**src/rtl/sc_core_pkg.sv**
```systemverilog
`timescale 1ns/1ps
package sc_core_pkg;

    localparam logic [5:0] OPC_RTYPE = 6'b000000;
    localparam logic [5:0] OPC_LW    = 6'b100011;
    localparam logic [5:0] OPC_SW    = 6'b101011;
    localparam logic [5:0] OPC_BEQ   = 6'b000100;

    localparam logic [5:0] FN_ADD = 6'b100000;
    localparam logic [5:0] FN_SUB = 6'b100010;
    localparam logic [5:0] FN_AND = 6'b100100;
    localparam logic [5:0] FN_OR  = 6'b100101;
    localparam logic [5:0] FN_SLT = 6'b101010;

    // operation class from the main decoder
    typedef enum logic [1:0] {
        OPC_CLS_ADD   = 2'b00,
        OPC_CLS_SUB   = 2'b01,
        OPC_CLS_FUNCT = 2'b10,
        OPC_CLS_RSVD  = 2'b11
    } op_class_e;

    // ALU function code
    typedef enum logic [2:0] {
        ALU_AND = 3'b000,
        ALU_OR  = 3'b001,
        ALU_ADD = 3'b010,
        ALU_SUB = 3'b110,
        ALU_SLT = 3'b111
    } alu_fn_e;

    typedef struct packed {
        logic      reg_we;
        logic      dst_is_rd;
        logic      src_is_imm;
        op_class_e op_class;
        logic      branch;
        logic      mem_we;
        logic      wb_from_mem;
    } ctrl_t;

endpackage

```
**src/rtl/sc_alu.sv**
```systemverilog
`timescale 1ns/1ps
module sc_alu
    import sc_core_pkg::*;
#(
    parameter int W = 32
) (
    input  logic [W-1:0] opnd_a,
    input  logic [W-1:0] opnd_b,
    input  alu_fn_e      fn,
    output logic [W-1:0] result,
    output logic         is_zero
);

    always_comb begin
        unique case (fn)
            ALU_AND: result = opnd_a & opnd_b;
            ALU_OR:  result = opnd_a | opnd_b;
            ALU_ADD: result = opnd_a + opnd_b;
            ALU_SUB: result = opnd_a - opnd_b;
            ALU_SLT: result = {{(W-1){1'b0}}, ($signed(opnd_a) < $signed(opnd_b))};
            default: result = opnd_a + opnd_b;
        endcase
    end

    assign is_zero = (result == '0);

endmodule

```
**src/rtl/sc_main_dec.sv**
```systemverilog
`timescale 1ns/1ps
module sc_main_dec
    import sc_core_pkg::*;
(
    input  logic [5:0] opcode,
    output ctrl_t      ctrl
);

    always_comb begin
        ctrl          = '0;
        ctrl.op_class = OPC_CLS_ADD;
        unique case (opcode)
            OPC_RTYPE: begin
                ctrl.reg_we    = 1'b1;
                ctrl.dst_is_rd = 1'b1;
                ctrl.op_class  = OPC_CLS_FUNCT;
            end
            OPC_LW: begin
                ctrl.reg_we      = 1'b1;
                ctrl.src_is_imm  = 1'b1;
                ctrl.wb_from_mem = 1'b1;
            end
            OPC_SW: begin
                ctrl.src_is_imm = 1'b1;
                ctrl.mem_we     = 1'b1;
            end
            OPC_BEQ: begin
                ctrl.op_class = OPC_CLS_SUB;
                ctrl.branch   = 1'b1;
            end
            default: ctrl = '0;
        endcase
    end

endmodule

```
**src/rtl/sc_func_dec.sv**
```systemverilog
`timescale 1ns/1ps
module sc_func_dec
    import sc_core_pkg::*;
(
    input  op_class_e  op_class,
    input  logic [5:0] funct,
    output alu_fn_e    fn
);

    always_comb begin
        fn = ALU_ADD;
        unique case (op_class)
            OPC_CLS_SUB: fn = ALU_SUB;
            OPC_CLS_FUNCT: begin
                unique case (funct)
                    FN_SUB:  fn = ALU_SUB;
                    FN_AND:  fn = ALU_AND;
                    FN_OR:   fn = ALU_OR;
                    FN_SLT:  fn = ALU_SLT;
                    default: fn = ALU_ADD;
                endcase
            end
            default: fn = ALU_ADD;
        endcase
    end

endmodule

```
**src/rtl/sc_regfile.sv**
```systemverilog
`timescale 1ns/1ps
module sc_regfile #(
    parameter int W    = 32,
    parameter int NREG = 32
) (
    input  logic                    clk,
    input  logic                    rst,
    input  logic [$clog2(NREG)-1:0] rsel_a,
    input  logic [$clog2(NREG)-1:0] rsel_b,
    input  logic [$clog2(NREG)-1:0] wsel,
    input  logic                    wen,
    input  logic [W-1:0]            wdat,
    output logic [W-1:0]            rdat_a,
    output logic [W-1:0]            rdat_b
);

    localparam int AW = $clog2(NREG);

    // entry 0 has no storage
    logic [W-1:0] regs_d [1:NREG-1];
    logic [W-1:0] regs_q [1:NREG-1];

    always_comb begin
        for (int i = 1; i < NREG; i++) begin
            regs_d[i] = (wen && (wsel == AW'(i))) ? wdat : regs_q[i];
        end
    end

    for (genvar g = 1; g < NREG; g++) begin : g_ent
        always_ff @(posedge clk) begin
            if (rst) regs_q[g] <= '0;
            else     regs_q[g] <= regs_d[g];
        end
    end

    assign rdat_a = (rsel_a == '0) ? '0 : regs_q[rsel_a];
    assign rdat_b = (rsel_b == '0) ? '0 : regs_q[rsel_b];

endmodule

```
**src/rtl/sc_core.sv**
```systemverilog
`timescale 1ns/1ps
module sc_core
    import sc_core_pkg::*;
#(
    parameter int XLEN = 32,
    parameter int NREG = 32
) (
    input  logic            clk,
    input  logic            rst,
    output logic [XLEN-1:0] imem_addr,
    input  logic [31:0]     imem_rdata,
    output logic [XLEN-1:0] dmem_addr,
    output logic [XLEN-1:0] dmem_wdata,
    output logic            dmem_we,
    input  logic [XLEN-1:0] dmem_rdata
);

    localparam int RAW = $clog2(NREG);

    typedef struct packed {
        logic [XLEN-1:0] pc;
    } core_st_t;

    core_st_t st_d, st_q;

    ctrl_t           ctrl;
    alu_fn_e         alu_fn;
    logic [RAW-1:0]  f_rs, f_rt, f_rd, wr_sel;
    logic [XLEN-1:0] rs_val, rt_val, imm_ext, alu_b, alu_y, wb_val;
    logic [XLEN-1:0] pc_plus4, br_tgt;
    logic            alu_zero, take_br, rf_we;

    assign f_rs    = imem_rdata[25:21];
    assign f_rt    = imem_rdata[20:16];
    assign f_rd    = imem_rdata[15:11];
    assign imm_ext = {{(XLEN-16){imem_rdata[15]}}, imem_rdata[15:0]};

    sc_main_dec u_main_dec (
        .opcode (imem_rdata[31:26]),
        .ctrl   (ctrl)
    );

    sc_func_dec u_func_dec (
        .op_class (ctrl.op_class),
        .funct    (imem_rdata[5:0]),
        .fn       (alu_fn)
    );

    assign rf_we  = ctrl.reg_we;
    assign wr_sel = ctrl.dst_is_rd ? f_rd : f_rt;
    assign wb_val = ctrl.wb_from_mem ? dmem_rdata : alu_y;

    sc_regfile #(.W(XLEN), .NREG(NREG)) u_rf (
        .clk    (clk),
        .rst    (rst),
        .rsel_a (f_rs),
        .rsel_b (f_rt),
        .wsel   (wr_sel),
        .wen    (rf_we),
        .wdat   (wb_val),
        .rdat_a (rs_val),
        .rdat_b (rt_val)
    );

    assign alu_b = ctrl.src_is_imm ? imm_ext : rt_val;

    sc_alu #(.W(XLEN)) u_alu (
        .opnd_a  (rs_val),
        .opnd_b  (alu_b),
        .fn      (alu_fn),
        .result  (alu_y),
        .is_zero (alu_zero)
    );

    assign dmem_addr  = alu_y;
    assign dmem_wdata = rt_val;
    assign dmem_we    = ctrl.mem_we;

    assign pc_plus4 = st_q.pc + XLEN'(4);
    assign br_tgt   = pc_plus4 + {imm_ext[XLEN-3:0], 2'b00};
    assign take_br  = ctrl.branch & alu_zero;

    always_comb begin
        st_d    = st_q;
        st_d.pc = take_br ? br_tgt : pc_plus4;
    end

    always_ff @(posedge clk) begin
        if (rst) st_q <= '0;
        else     st_q <= st_d;
    end

    assign imem_addr = st_q.pc;

endmodule

```
**config.mk**
```make
export PLATFORM = sky130hd
export DESIGN_NAME = sc_core
export DESIGN_NICKNAME = d
export VERILOG_FILES = /design/src/rtl/sc_core_pkg.sv /design/src/rtl/sc_alu.sv /design/src/rtl/sc_main_dec.sv /design/src/rtl/sc_func_dec.sv /design/src/rtl/sc_regfile.sv /design/src/rtl/sc_core.sv
export SDC_FILE = /design/constraint.sdc
export NUM_CORES = 2
export LEC_CHECK = 0
export BUFFER_PORTS_ARGS = -buffer_cell sky130_fd_sc_hd__buf_2
export CELL_PAD_IN_SITES_DETAIL_PLACEMENT = 0
export CELL_PAD_IN_SITES_GLOBAL_PLACEMENT = 1
export CORE_MARGIN = 2
export CORE_UTILIZATION = 52
export DETAILED_ROUTE_END_ITERATION = 12
export HOLD_SLACK_MARGIN = 0.02
export PLACE_DENSITY = 0.82
export SYNTH_ARGS = -nofsm -noshare
export SYNTH_HDL_FRONTEND = slang
export SYNTH_HIERARCHICAL = 1
export SYNTH_SLANG_ARGS = --single-unit
export TNS_END_PERCENT = 5
```
**constraint.sdc**
```tcl
create_clock -name clk -period 10.85 [get_ports clk]
set_input_delay 2.17 -clock clk [delete_from_list [all_inputs] [get_ports clk]]
set_output_delay 2.17 -clock clk [all_outputs]
set_load 0.05 [all_outputs]
```
==> summary.md <==
| Metric | Value |
|---|---|
| Post-cts sizing count | 0 |
| Sequential share of power | 0.412 |
| Leakage power | 26.9 nW |
| Max incr delay on CP | 0.76 ns |
| Root Buffer | clkbuf_16 |
| Post-synth EDFFs | 992 |
| Share of layout cells above drive strength 1 | 0.175 |
| RSZ-0062 raised after global routing | no |
| Initial antenna violation count | 7 |
| Power Internal | 7.30 mW |
| Post-cts hold buffer count | 0 |
| Nature of the critical path startpoint | input port |
| Initial Util | 0.524 |
| DR DRC count | 0 |
| Util after Layout | 0.576 |
| Slew HR | 0.114 |
| Synthesized area | 63700 µm² |
| Largest cells by area after synthesis | edfxtp_1 47%, and2_1 9.8%, mux2i_1 8.6% |
| Area share of the largest cell type after synthesis | 0.468 |
| #FFs+latches synth | 1022 |
| Global Route Usage Sum | 0.366 |
| Crit-path cells | buf_8, buf_12, nor2b_1, nand2_1, o2111a_1, o31a_1, mux2_2, ha_1, fa_1, a21oi_1, o221ai_1, a211o_1, a211oi_1, buf_4, nor4_1, or3_1, a32oi_1, buf_4, or2_2, buf_2 |
| Core area | 122000 µm² |
| Crit Path Category | input port to output pin |
| Hold-critical path depth | 1 |
| R2R setup slack | 3.15 ns |
| Seq/Total Area, Yosys | 0.477 |
| Pwr per Cell Area | 157 nW/µm² |
| Clk_lat worst skew | 0.75 ns |
| TritonRoute pass-1 iters | 6 |
| Global-route wire length before repair | 332 mm |
| CP max stage cell | nor2b_1 |
| # H-tree levels | 3 |
| Async set-reset flop share out of synthesis | 0 |
| Overall power | 11.0 mW |
| Least-Margin Pin Slew | 1.33 ns |
| Max_cap viols | 0 |
| Worst vdd ir | 0.000166 V |
| Hold Path Class | flop to flop |
| CTS Buf Count | 110 |
| Clk_skew | 0.0426 ns |
| Most common cell after layout, fill and taps aside | and2_1 |
| CTS Sinks | 1022 |
| Switching share of total power | 0.335 |
| Yosys Warn Count | 6 |
| CP max FO | 66 |
| Layout Cells excl Fill | 7140 |
| Fin. Hold Viols | 0 |
| Final Max Slew Viols | 0 |
| Area grow syn2layout | 9.93% |
| CTS tree | yes |
| Maximum clock frequency | 0.0944 GHz |
| Pin count of the biggest net entering global routing | 104 |
| Detailed Place HPWL | 148 mm |
| Crit. End Element | output pin |
| Tcrit/Tclk final | 0.977 |
| DIE AREA | 125000 µm² |
| Mapped Avg Cell Area | 11.7 µm² |
| CTS clk-pin slew, worst paths | 0.05 ns |
| CTS Buffer Depth | 3 |
| Port Buffers | 160 |
| Cell variety after synth | 105 |
| Final net count | 5626 |
| Comb power frac | 0.249 |
| Via count | 48557 |
| Most frequent cells in the layout | 1002 x and2_1, 992 x edfxtp_1, 547 x mux2i_1, 238 x nor2_1, 213 x mux4_2 |
| Synth area leader | edfxtp_1 |
| Sw power | 3.68 mW |
| Vias per inst | 6.80 |
| R2R cell count | 25 |
| Cells after Synth | 5443 |
| Post-CTS setup buffer count | 0 |
| Vias in the first global route | 46768 |
| Gr ovfl total | 0 |
| DR WL/cell | 32.6 µm |
| Die height | 354 µm |
| CP required | 8.68 ns |
| Minimum clock period | 10.60 ns |
| Dominant synthesized flop cell | edfxtp_1 |
| Die X | 354 µm |
| Clock Power Share | 0.339 |
| Setup TNS | 0 ns |
| Crit path DAT | 8.43 ns |
| Rows | 128 |
| Initial DRC count | 7445 |
| Endpoints failing setup | 0 |
| GPL Wtd Cong | 0.949 |
| DP Cell Count | 6935 |
| Io pins | 163 |
| Most used cell along the critical path | buf_4 |
| DRT Wirelength | 233 mm |
| FILL cells | 9820 |
| Routed Antenna Nets | 0 |
| Status | finished, final reports clean |
critical path, delay by kind of cell:
kind,cells,cell delay (ns)
adders and majority gates,2,0.69
muxes,1,0.33
buffers and inverters,5,1.57
AOI/OAI and AO/OA,7,2.18
and+or+nand+nor,5,1.40
synthesized netlist by cell type, drive strengths merged, types with 25 or more instances:
| cell | n |
|---|---|
| and2 | 1004 |
| edfxtp | 992 |
| mux2i | 547 |
| clkbuf | 327 |
| nor2 | 275 |
| mux4 | 213 |
| a22oi | 200 |
| buf | 170 |
| nand2 | 154 |
| a21oi | 148 |
| inv | 148 |
| ha | 135 |
| nand3 | 106 |
| o21ai | 106 |
| mux2 | 82 |
| o22ai | 62 |
| a211oi | 61 |
| nand4 | 59 |
| nor3 | 48 |
| nor4 | 46 |
| xnor2 | 40 |
| a221oi | 39 |
| o221ai | 38 |
| o21bai | 34 |
| a21o | 31 |
| dfxtp | 30 |
| o2bb2ai | 28 |
| nor2b | 25 |
metrics by stage:
stage / hold slack, ns / setup slack (ns) / cell area [µm²]
2_1_floorplan: 0.792 / 0.104 / 63700
3_3_place_gp: 0.551 / 0.542 / 66500
3_5_place_dp: 0.567 / 0.425 / 66500
4_1_cts: 0.572 / 0.425 / 70000
5_1_grt: 0.609 / 0.132 / 70000
6_report: 0.557 / 0.253 / 70000
layer usage:
metal	up-vias	GRT usage	wire, µm
met5	-	0	0
met4	0	0.197	14800
met3	590	0.0788	27800
met2	3492	0.550	102000
met1	24132	0.497	88500
li1	20343	-	-
final cells by class:
class	count	area [µm²]	area share
diodes	4	10.0	0.000143
clock buffers	137	2900	0.0414
clock inverters	64	583	0.00833
inverters	148	556	0.00794
multi-input cells	3777	31000	0.443
flip-flops and latches	1022	30400	0.434
well taps	1625	2030	0.0291
repair buffers	363	2540	0.0363
kinds of logic after synthesis:
logic type,Yosys count,share of synthesized area
AND/OR/NAND/NOR,1820,0.162
flip-flops,1022,0.477
AO/OA/AOI/OAI,922,0.105
multiplexers,842,0.176
buffers and inverters,645,0.0444
adder cells (fa/ha/maj),138,0.0275
XOR/XNOR,53,0.00741
other,1,0.0000589
registers in the layout, indices dropped and copies added, names as in the netlist:
name	count
u_rf/regs_q	992
imem_addr	30
power by group through the flow:
| stage | clock (mW) | sequential (mW) | combinational (mW) |
|---|---|---|---|
| finish | 3.72 | 4.52 | 2.74 |
| global route | 3.88 | 4.53 | 2.84 |
| CTS | 3.73 | 4.52 | 2.67 |
| detailed placement | 0 | 4.60 | 2.66 |
| global placement | 0 | 4.59 | 2.65 |
| floorplan | 0 | 4.58 | 1.72 |
worst paths after layout:
check | startpoint | end
worst min register to register | imem_addr[2]$_SDFF_PP0_ | imem_addr[2]$_SDFF_PP0_
worst max register to register | u_rf/regs_q[30][0]$_SDFFCE_PN0P_ | imem_addr[31]$_SDFF_PP0_
worst max-delay path | imem_rdata[18] | dmem_addr[30]
worst min-delay path | imem_addr[2]$_SDFF_PP0_ | imem_addr[2]$_SDFF_PP0_
Power figures use the tool's default switching activity.
